<file path="config.mk">
export PLATFORM = sky130hd
export DESIGN_NAME = dmd_divider
export DESIGN_NICKNAME = d
export VERILOG_FILES = /design/src/rtl/dmd_pkg.sv /design/src/rtl/dmd_prescaler.sv /design/src/rtl/dmd_counters.sv /design/src/rtl/dmd_dbg_mux.sv /design/src/rtl/dmd_divider.sv
export SDC_FILE = /design/constraint.sdc
export NUM_CORES = 1
export LEC_CHECK = 0
export ABC_AREA = 1
export BUFFER_PORTS_ARGS = -buffer_cell sky130_fd_sc_hd__buf_2
export CORE_MARGIN = 5
export CORE_UTILIZATION = 50
export CTS_CLUSTER_DIAMETER = 30
export DETAILED_ROUTE_END_ITERATION = 6
export PLACE_DENSITY = 0.7
export SLEW_MARGIN = 15
export SYNTH_ARGS = -nofsm -noshare
export SYNTH_HDL_FRONTEND = slang
export SYNTH_HIERARCHICAL = 1
export SYNTH_SLANG_ARGS = --single-unit
export TNS_END_PERCENT = 30
</file>
<file path="constraint.sdc">
create_clock -name clk_i -period 3.8 [get_ports clk_i]
set_clock_uncertainty 0.05 [all_clocks]
set_input_delay 0.19 -clock clk_i [delete_from_list [all_inputs] [get_ports clk_i]]
set_output_delay 0.19 -clock clk_i [all_outputs]
set_load 0.02 [all_outputs]
</file>
<file path="src/rtl/dmd_pkg.sv">
package dmd_pkg;
  typedef enum logic [1:0] {
    DBG_OFF  = 2'd0,
    DBG_MSEL = 2'd1,
    DBG_PRE  = 2'd2,
    DBG_FP   = 2'd3
  } dbg_sel_e;
endpackage

</file>
<file path="src/rtl/dmd_prescaler.sv">
module dmd_prescaler #(
  parameter int MOD_LO = 10
) (
  input  logic clk_i,
  input  logic rst_ni,
  input  logic en_i,
  input  logic run_i,
  input  logic msel_i,
  output logic tick_o
);
  localparam int CW = $clog2(MOD_LO + 1);
  localparam logic [CW-1:0] LAST_LO = CW'(MOD_LO - 1);
  localparam logic [CW-1:0] LAST_HI = CW'(MOD_LO);

  logic [CW-1:0] cnt_q;
  logic [CW-1:0] last;

  assign last   = msel_i ? LAST_HI : LAST_LO;
  // >= tolerates a modulus drop while sitting on the high terminal count
  assign tick_o = en_i && (cnt_q >= last);

  always_ff @(posedge clk_i or negedge rst_ni) begin
    if (!rst_ni) begin
      cnt_q <= '0;
    end else if (run_i) begin
      if (!en_i || tick_o) cnt_q <= '0;
      else                 cnt_q <= cnt_q + 1'b1;
    end
  end
endmodule

</file>
<file path="src/rtl/dmd_counters.sv">
module dmd_counters #(
  parameter int M_W = 7,
  parameter int A_W = 4
) (
  input  logic           clk_i,
  input  logic           rst_ni,
  input  logic           run_i,
  input  logic           pre_en_i,
  input  logic           tick_i,
  input  logic           load_i,
  input  logic [M_W-1:0] m_i,
  input  logic [A_W-1:0] a_i,
  output logic           msel_o,
  output logic           fp_o,
  output logic [M_W-1:0] main_cnt_o
);
  logic [M_W-1:0] mc_q, m_act_q;
  logic [A_W-1:0] sc_q, a_act_q;
  logic           fp_q;
  logic           count_en, wrap, boundary, take;

  assign count_en = pre_en_i ? tick_i : 1'b1;
  assign wrap     = (mc_q >= m_act_q);
  assign boundary = run_i && count_en && wrap;
  assign take     = boundary || load_i;

  always_ff @(posedge clk_i or negedge rst_ni) begin
    if (!rst_ni) begin
      mc_q <= '0;
      sc_q <= '0;
    end else if (run_i && count_en) begin
      if (wrap) begin
        mc_q <= '0;
        sc_q <= '0;
      end else begin
        mc_q <= mc_q + 1'b1;
        if (sc_q < a_act_q) sc_q <= sc_q + 1'b1;
      end
    end
  end

  always_ff @(posedge clk_i or negedge rst_ni) begin
    if (!rst_ni) begin
      m_act_q <= '0;
      a_act_q <= '0;
    end else if (take) begin
      m_act_q <= m_i;
      a_act_q <= a_i;
    end
  end

  always_ff @(posedge clk_i or negedge rst_ni) begin
    if (!rst_ni) fp_q <= 1'b0;
    else         fp_q <= boundary;
  end

  assign msel_o     = pre_en_i && (sc_q < a_act_q);
  assign fp_o       = fp_q;
  assign main_cnt_o = mc_q;
endmodule

</file>
<file path="src/rtl/dmd_dbg_mux.sv">
module dmd_dbg_mux
  import dmd_pkg::*;
(
  input  logic [1:0] sel_i,
  input  logic       msel_i,
  input  logic       pre_i,
  input  logic       fp_i,
  output logic       dbg_o
);
  dbg_sel_e sel;
  assign sel = dbg_sel_e'(sel_i);

  always_comb begin
    unique case (sel)
      DBG_MSEL: dbg_o = msel_i;
      DBG_PRE:  dbg_o = pre_i;
      DBG_FP:   dbg_o = fp_i;
      default:  dbg_o = 1'b0;
    endcase
  end
endmodule

</file>
<file path="src/rtl/dmd_divider.sv">
module dmd_divider #(
  parameter int M_W    = 7,
  parameter int A_W    = 4,
  parameter int MOD_LO = 10
) (
  input  logic           clk_i,
  input  logic           rst_ni,
  input  logic           pre_en_i,
  input  logic [M_W-1:0] m_i,
  input  logic [A_W-1:0] a_i,
  input  logic           load_i,
  input  logic           pd_i,
  input  logic [1:0]     dbg_sel_i,
  output logic           fp_o,
  output logic           msel_o,
  output logic           pre_o,
  output logic           dbg_o
);
  logic           run;
  logic           tick;
  logic           msel;
  logic           fp;
  logic [M_W-1:0] main_cnt;

  assign run = !pd_i;

  dmd_prescaler #(.MOD_LO(MOD_LO)) u_pre (
    .clk_i  (clk_i),
    .rst_ni (rst_ni),
    .en_i   (pre_en_i),
    .run_i  (run),
    .msel_i (msel),
    .tick_o (tick)
  );

  dmd_counters #(.M_W(M_W), .A_W(A_W)) u_cnt (
    .clk_i      (clk_i),
    .rst_ni     (rst_ni),
    .run_i      (run),
    .pre_en_i   (pre_en_i),
    .tick_i     (tick),
    .load_i     (load_i),
    .m_i        (m_i),
    .a_i        (a_i),
    .msel_o     (msel),
    .fp_o       (fp),
    .main_cnt_o (main_cnt)
  );

  dmd_dbg_mux u_dbg (
    .sel_i  (dbg_sel_i),
    .msel_i (msel),
    .pre_i  (tick),
    .fp_i   (fp),
    .dbg_o  (dbg_o)
  );

  assign fp_o   = fp;
  assign msel_o = msel;
  assign pre_o  = tick;
endmodule

</file>
After elaboration in Yosys (flattened, before gate mapping):

Cells that the tools add are included.

* output and inout bits: 4
* flip-flop bits (word level): 27
* bits in writable memories: 0
* bits in read-only memories: 0
* latch bits: 0
* memories kept: 0
* input port bits: 18

* shift-type cells: 0
* reductions and logical operators: 10
* div/mod/pow operators: 0
* $mul: 0
* bitwise gates (word level): 0
* equality and inequality tests: 3
* order comparisons: 3
* mux-type cells: 7
* add/subtract/negate cells: 3

Operators with widths (count)
* $mux 4: 3
* $add 4x1->4 const B: 2
* $add 7x1->7 const B: 1
* $ge 7x7->1: 1
* $mux 7: 1
* $eq 2x2->1 const B: 2
* $ge 4x4->1: 1
* $logic_and 1x1->1: 4
* $lt 4x4->1: 1
* $pmux 1 s3: 1
* $eq 2x1->1 const B: 1
* $logic_not 1->1: 2
* $logic_or 1x1->1: 2
* $mux 2: 1
* $reduce_and 2->1: 1
* $reduce_bool 2->1: 1
* $mux 1: 1

Depth between registers and ports, before layout:

* depth after elaboration: 9
* mapped depth: 23
* depth with buffers taken out: 22

Hierarchy:

The synthesis kept the hierarchy.

By module, submodules not included
* dmd_counters: area each 1441.4 sq um, sequential area each 575.6 sq um, cells an instance 178, instances 1
* dmd_prescaler: area each 257.7 sq um, sequential area each 100.1 sq um, cells an instance 35, instances 1
* dmd_dbg_mux: area each 27.5 sq um, sequential area each 0.0 sq um, cells an instance 6, instances 1
* dmd_divider: area each 3.8 sq um, sequential area each 0.0 sq um, cells an instance 1, instances 1

Least setup slack after synthesis:

OpenSTA, ideal clock, no wires.

* path kind: register to register
* start: reg u_cnt.sc_q[3]
* end: reg u_cnt.mc_q[5] (netlist: u_cnt/main_cnt_o[5])
* period minus slack after synthesis: 3.283 ns
* arrival: 3.117 ns
* required time: 3.634 ns
* setup slack: 0.517 ns
* stages on the path, launching flop included: 21
* buffers on the path: 1
* path through: dfrtp_1 ha_1 a21oi_1 nand2_1 nor2_1 inv_1 ha_1 inv_1 nand2_1 nand2_1 nand2_1 nand2_1 nor2_1 nor2_1 nor2_4 buf_6 nand3b_4 nor2_1 nand2_1 nand2_1 nor2_1

* longest elaborated chain between the ends: 7

Ends and longest elaborated chain
* start, declared: RTL line dmd_counters.sv:18 `logic [A_W-1:0] sc_q, a_act_q;`
* start signal, assigned: RTL line dmd_counters.sv:37 `if (sc_q < a_act_q) sc_q <= sc_q + 1'b1;`
* $lt 4x4->1: RTL line dmd_counters.sv:57 `assign msel_o = pre_en_i && (sc_q < a_act_q);`
* $logic_and 1x1->1: RTL line dmd_counters.sv:57
* net msel_o: RTL line dmd_divider.sv:15 `output logic msel_o,`
* $mux 2: RTL line dmd_prescaler.sv:18 `assign last = msel_i ? LAST_HI : LAST_LO;`
* $ge 4x4->1: RTL line dmd_prescaler.sv:20 `assign tick_o = en_i && (cnt_q >= last);`
* $logic_and 1x1->1: RTL line dmd_prescaler.sv:20
* net pre_o: RTL line dmd_divider.sv:16 `output logic pre_o,`
* $mux 1: RTL line dmd_counters.sv:22 `assign count_en = pre_en_i ? tick_i : 1'b1;`
* $logic_and 1x1->1: RTL line dmd_counters.sv:31 `end else if (run_i && count_en) begin`
* end signal, assigned: RTL line dmd_counters.sv:36 `mc_q <= mc_q + 1'b1;`
* end, declared: RTL line dmd_counters.sv:17 `logic [M_W-1:0] mc_q, m_act_q;`

The timed path passes the listed nets, and every way through them passes these cells.
A chain may end at the register's enable or synchronous reset.

Worst setup path after layout:

* start: reg u_cnt.sc_q[3]
* end: reg u_cnt.m_act_q[2]

* longest elaborated chain between the ends: 9

Ends and longest elaborated chain
* $lt 4x4->1: RTL line dmd_counters.sv:57
* $logic_and 1x1->1: RTL line dmd_counters.sv:57
* $mux 2: RTL line dmd_prescaler.sv:18
* $ge 4x4->1: RTL line dmd_prescaler.sv:20
* $logic_and 1x1->1: RTL line dmd_prescaler.sv:20
* $mux 1: RTL line dmd_counters.sv:22
* $logic_and 1x1->1 (2 in series): RTL line dmd_counters.sv:24 `assign boundary = run_i && count_en && wrap;`
* $logic_or 1x1->1: RTL line dmd_counters.sv:25 `assign take = boundary || load_i;`
* end signal, assigned: RTL line dmd_counters.sv:47 `m_act_q <= m_i;`
* end, declared: RTL line dmd_counters.sv:17

Every way passes these cells.

==> summary.txt <==
Timing
  – Post-Route Setup TNS: 0 ns
  – Worst relative slew slack: 59.8%
  – Fin. max-slew vios: 0
  – Final setup fails: 0
  – Period utilization: 78.9%
  – Final Critical Period: 3.00 ns
  – Highest clock rate: ~330 MHz
  – Final Hold Vio Count: 0
  – RSZ-0062 raised after global routing: false
  – Tightest Pin Transition: ~0.60 ns

CTS
  – Clk pin slew, worst setup/hold paths: 0.15 ns
  – Post-cts gate resize count: 0
  – Cts bufs inserted: 3
  – Post-CTS setup buffer count: 0
  – TritonCTS clock tree: yes
  – Clock root buffer: clkbuf_4
  – Clk_lat worst skew: between 0.3 and 0.4 ns
  – CTS Buffer Depth: 2
  – CTS sink count: 27
  – H-tree depth: 1

Synth
  – Synth unique cells: 24
  – Synth Cell Area: 0.00173 mm^2
  – Syn. warnings: 6
  – Syn_nets: around 250
  – Async SR Flop Fraction: 100%
  – Predominant post-synthesis flop cell: dfrtp_1
  – Top cell type's share of synthesized area: between 30% and 40%
  – Cells after synthesis: 220
  – Top cells by area, synth: dfrtp_1 (39%), nand2_1 (15%), ha_1 (11%), inv_1 (7.8%), nand3_1 (6.4%)
  – Post-synth EDFFs: 0
  – Post-synth top cells: nand2_1 (71), inv_1 (36), dfrtp_1 (27), nand3_1 (22), ha_1 (15)
  – Seq cells post-synth: 27
  – Syn_area_per_cell: 7.87 um^2
  – Most common cell in the netlist: nand2_1
  – Seq/Total Area, Yosys: around two fifths
  – Post-synth top area cell: dfrtp_1

GRT
  – Vias in the first global route: between 1,000 and 1,500
  – Remaining Overflow, GRT: 0
  – Largest net degree at the start of global routing: 28
  – First-pass GRT wire length: 5590 um
  – Initial antenna violation count: 0
  – Global Route Usage Sum: between 10% and 20%

Placement
  – DP Wirelength: about 2300 um
  – Gpl congestion: just under 0.8
  – Placed Area: between 0.0015 and 0.002 mm^2
  – Port Buf Inserts: 21

Pwr
  – Clk network pwr share: between 10% and 20%
  – Switching share of power: 40.9%
  – Pwr Density: ~460 mW/mm^2
  – Register share of total power: 45.0%
  – Int Pwr: about 540 uW
  – Switching power: 377 uW
  – Gate power share: ~41%
  – Peak VDD IR: around 0.00019 V
  – Leakage: around 0.0012 uW

Die
  – Starting Density: approximately half
  – Die W: between 60 and 70 um
  – I/O Pins: 22
  – Row count: 21
  – Height of the die: between 60 and 70 um
  – Die area: 0.00474 mm^2
  – Core box area: approximately 0.0033 mm^2

Route
  – Starting DRT DRC Count: 38
  – DRC errors left: 0
  – Routed len/inst: about 10 um
  – Vias: ~1,400
  – Final WL: 3070 um
  – First-pass DRT Iterations: 4
  – DR vias/cell: around 4.6
  – Routed Antenna Nets: 0

Job
  – Max-capacitance violation count: 0

Critical path
  – WP data arrival: 3.23 ns
  – Critical path fanouts, max: 18
  – CP endpoint kind: flop
  – Startpoint Class: flop
  – Req. time, crit path: slightly above 4 ns
  – CP Class: reg2reg

Layout
  – Layout cells sized above 1: approximately 15%
  – Fillers: 311
  – Antenna Cells: 0
  – Layout area overhead: 15.8%
  – Post-Layout Inst Area: between 0.002 and 0.0025 mm^2
  – Fin nets: about 290
  – Final design utilization: 60.0%

Hold path
  – Tightest Hold Check Type: in2reg

Outcome
  – Status: complete, no violations
[path summary, 6_finish.rpt]
check	startpoint	endpoint	slack [ns]	depth (start not counted)
worst min register to register	u_cnt/m_act_q[6]$_DFFE_PN0P_	u_cnt/m_act_q[6]$_DFFE_PN0P_	0.49	2
worst min-delay path	pre_en_i	u_pre/cnt_q[2]$_DFFE_PN0P_	0.13	3
max in group asynchronous	rst_ni	u_cnt/main_cnt_o[1]$_DFFE_PN0P_	2.97	2
min in group asynchronous	rst_ni	u_cnt/m_act_q[3]$_DFFE_PN0P_	0.34	2
worst max register to register	u_cnt/sc_q[3]$_DFFE_PN0P_	u_cnt/m_act_q[2]$_DFFE_PN0P_	0.80	18
worst max-delay path	u_cnt/sc_q[3]$_DFFE_PN0P_	u_cnt/m_act_q[2]$_DFFE_PN0P_	0.80	18
[placed cells by master, fill, tap and decap left out, types with 4 or more instances in the layout]
| master | count |
|---|---|
| nand2_1 | 71 |
| inv_1 | 36 |
| dfrtp_1 | 27 |
| nand3_1 | 22 |
| buf_2 | 21 |
| ha_1 | 15 |
| nor2_1 | 14 |
| dlygate4sd3_1 | 12 |
| a21oi_1 | 4 |
| xor2_1 | 4 |
[logic make-up (layout without fill, tap and decap cells)]
logic type,after synthesis,after routing,synth area share (%)
AND/OR/NAND/NOR,119,119,32.5
buffers and inverters,41,74,10.2
flip-flops,27,27,39.0
adder cells (fa/ha/maj),15,15,10.8
AO/OA/AOI/OAI,13,13,4.84
XOR/XNOR,5,5,2.53
[power groups by stage]
stage | Combinational [uW] | Sequential, uW | Clock [uW]
after global routing | 450 | 425 | 147
after global placement | 363 | 420 | 0
after floorplan | 302 | 405 | 0
final | 378 | 415 | 129
after CTS | 382 | 416 | 136
after detailed placement | 370 | 421 | 0
[sequential cells by signal (all words and copies together) (netlist names)]
name and cells:
u_pre/cnt_q 4, u_cnt/sc_q 4, u_cnt/main_cnt_o 7, u_cnt/m_act_q 7, u_cnt/fp_o 1, u_cnt/a_act_q 4
[area by class of cell]
type / instances / area, um^2 / area share (%)
multi-input combinational: 152 / 878 / 43.8
sequential: 27 / 676 / 33.7
timing repair buffer: 33 / 225 / 11.2
inverter: 37 / 139 / 6.93
tap: 46 / 57.6 / 2.87
clock buffer: 3 / 22.5 / 1.12
clock inverter: 1 / 5.00 / 0.250
[routing by layer]
layer | vias up | global-route usage [%] | wire, um
met4 | 0 | 8.03 | 65
met2 | 28 | 25.3 | 1320
met1 | 609 | 20.8 | 1550
met3 | 5 | 2.11 | 131
li1 | 748 | - | -
met5 | - | 0 | 0
[metrics by stage]
stage	cells	setup WS [ns]	power (uW)	hold WS, ns
6_report	299	0.803	922	0.128
5_1_grt	299	0.528	1020	0.147
4_1_cts	299	0.781	933	0.114
3_5_place_dp	283	0.836	791	0.181
3_3_place_gp	283	0.882	783	0.187
2_1_floorplan	220	0.517	707	-0.156
[critical path, cell delays in order, from the launching register on]
cell and delay [ns]:
dfrtp_1 0.44, ha_1 0.32, a21oi_1 0.28, nand2_1 0.09
nor2_1 0.17, inv_1 0.09, ha_1 0.28, inv_1 0.03
nand2_1 0.04, nand2_1 0.04, nand2_1 0.05, nand2_1 0.05
nor2_1 0.16, nor2_1 0.10, nor2_4 0.33, nand2_8 0.15
nand2_4 0.15, nand2_1 0.07, nand2_1 0.06
[repair_timing]
item                                   CTS  global route
endpoints found under the hold margin   38             0
setup endpoints to repair                0             0
hold buffers                            12             0
(Power assumes the default switching activity.)
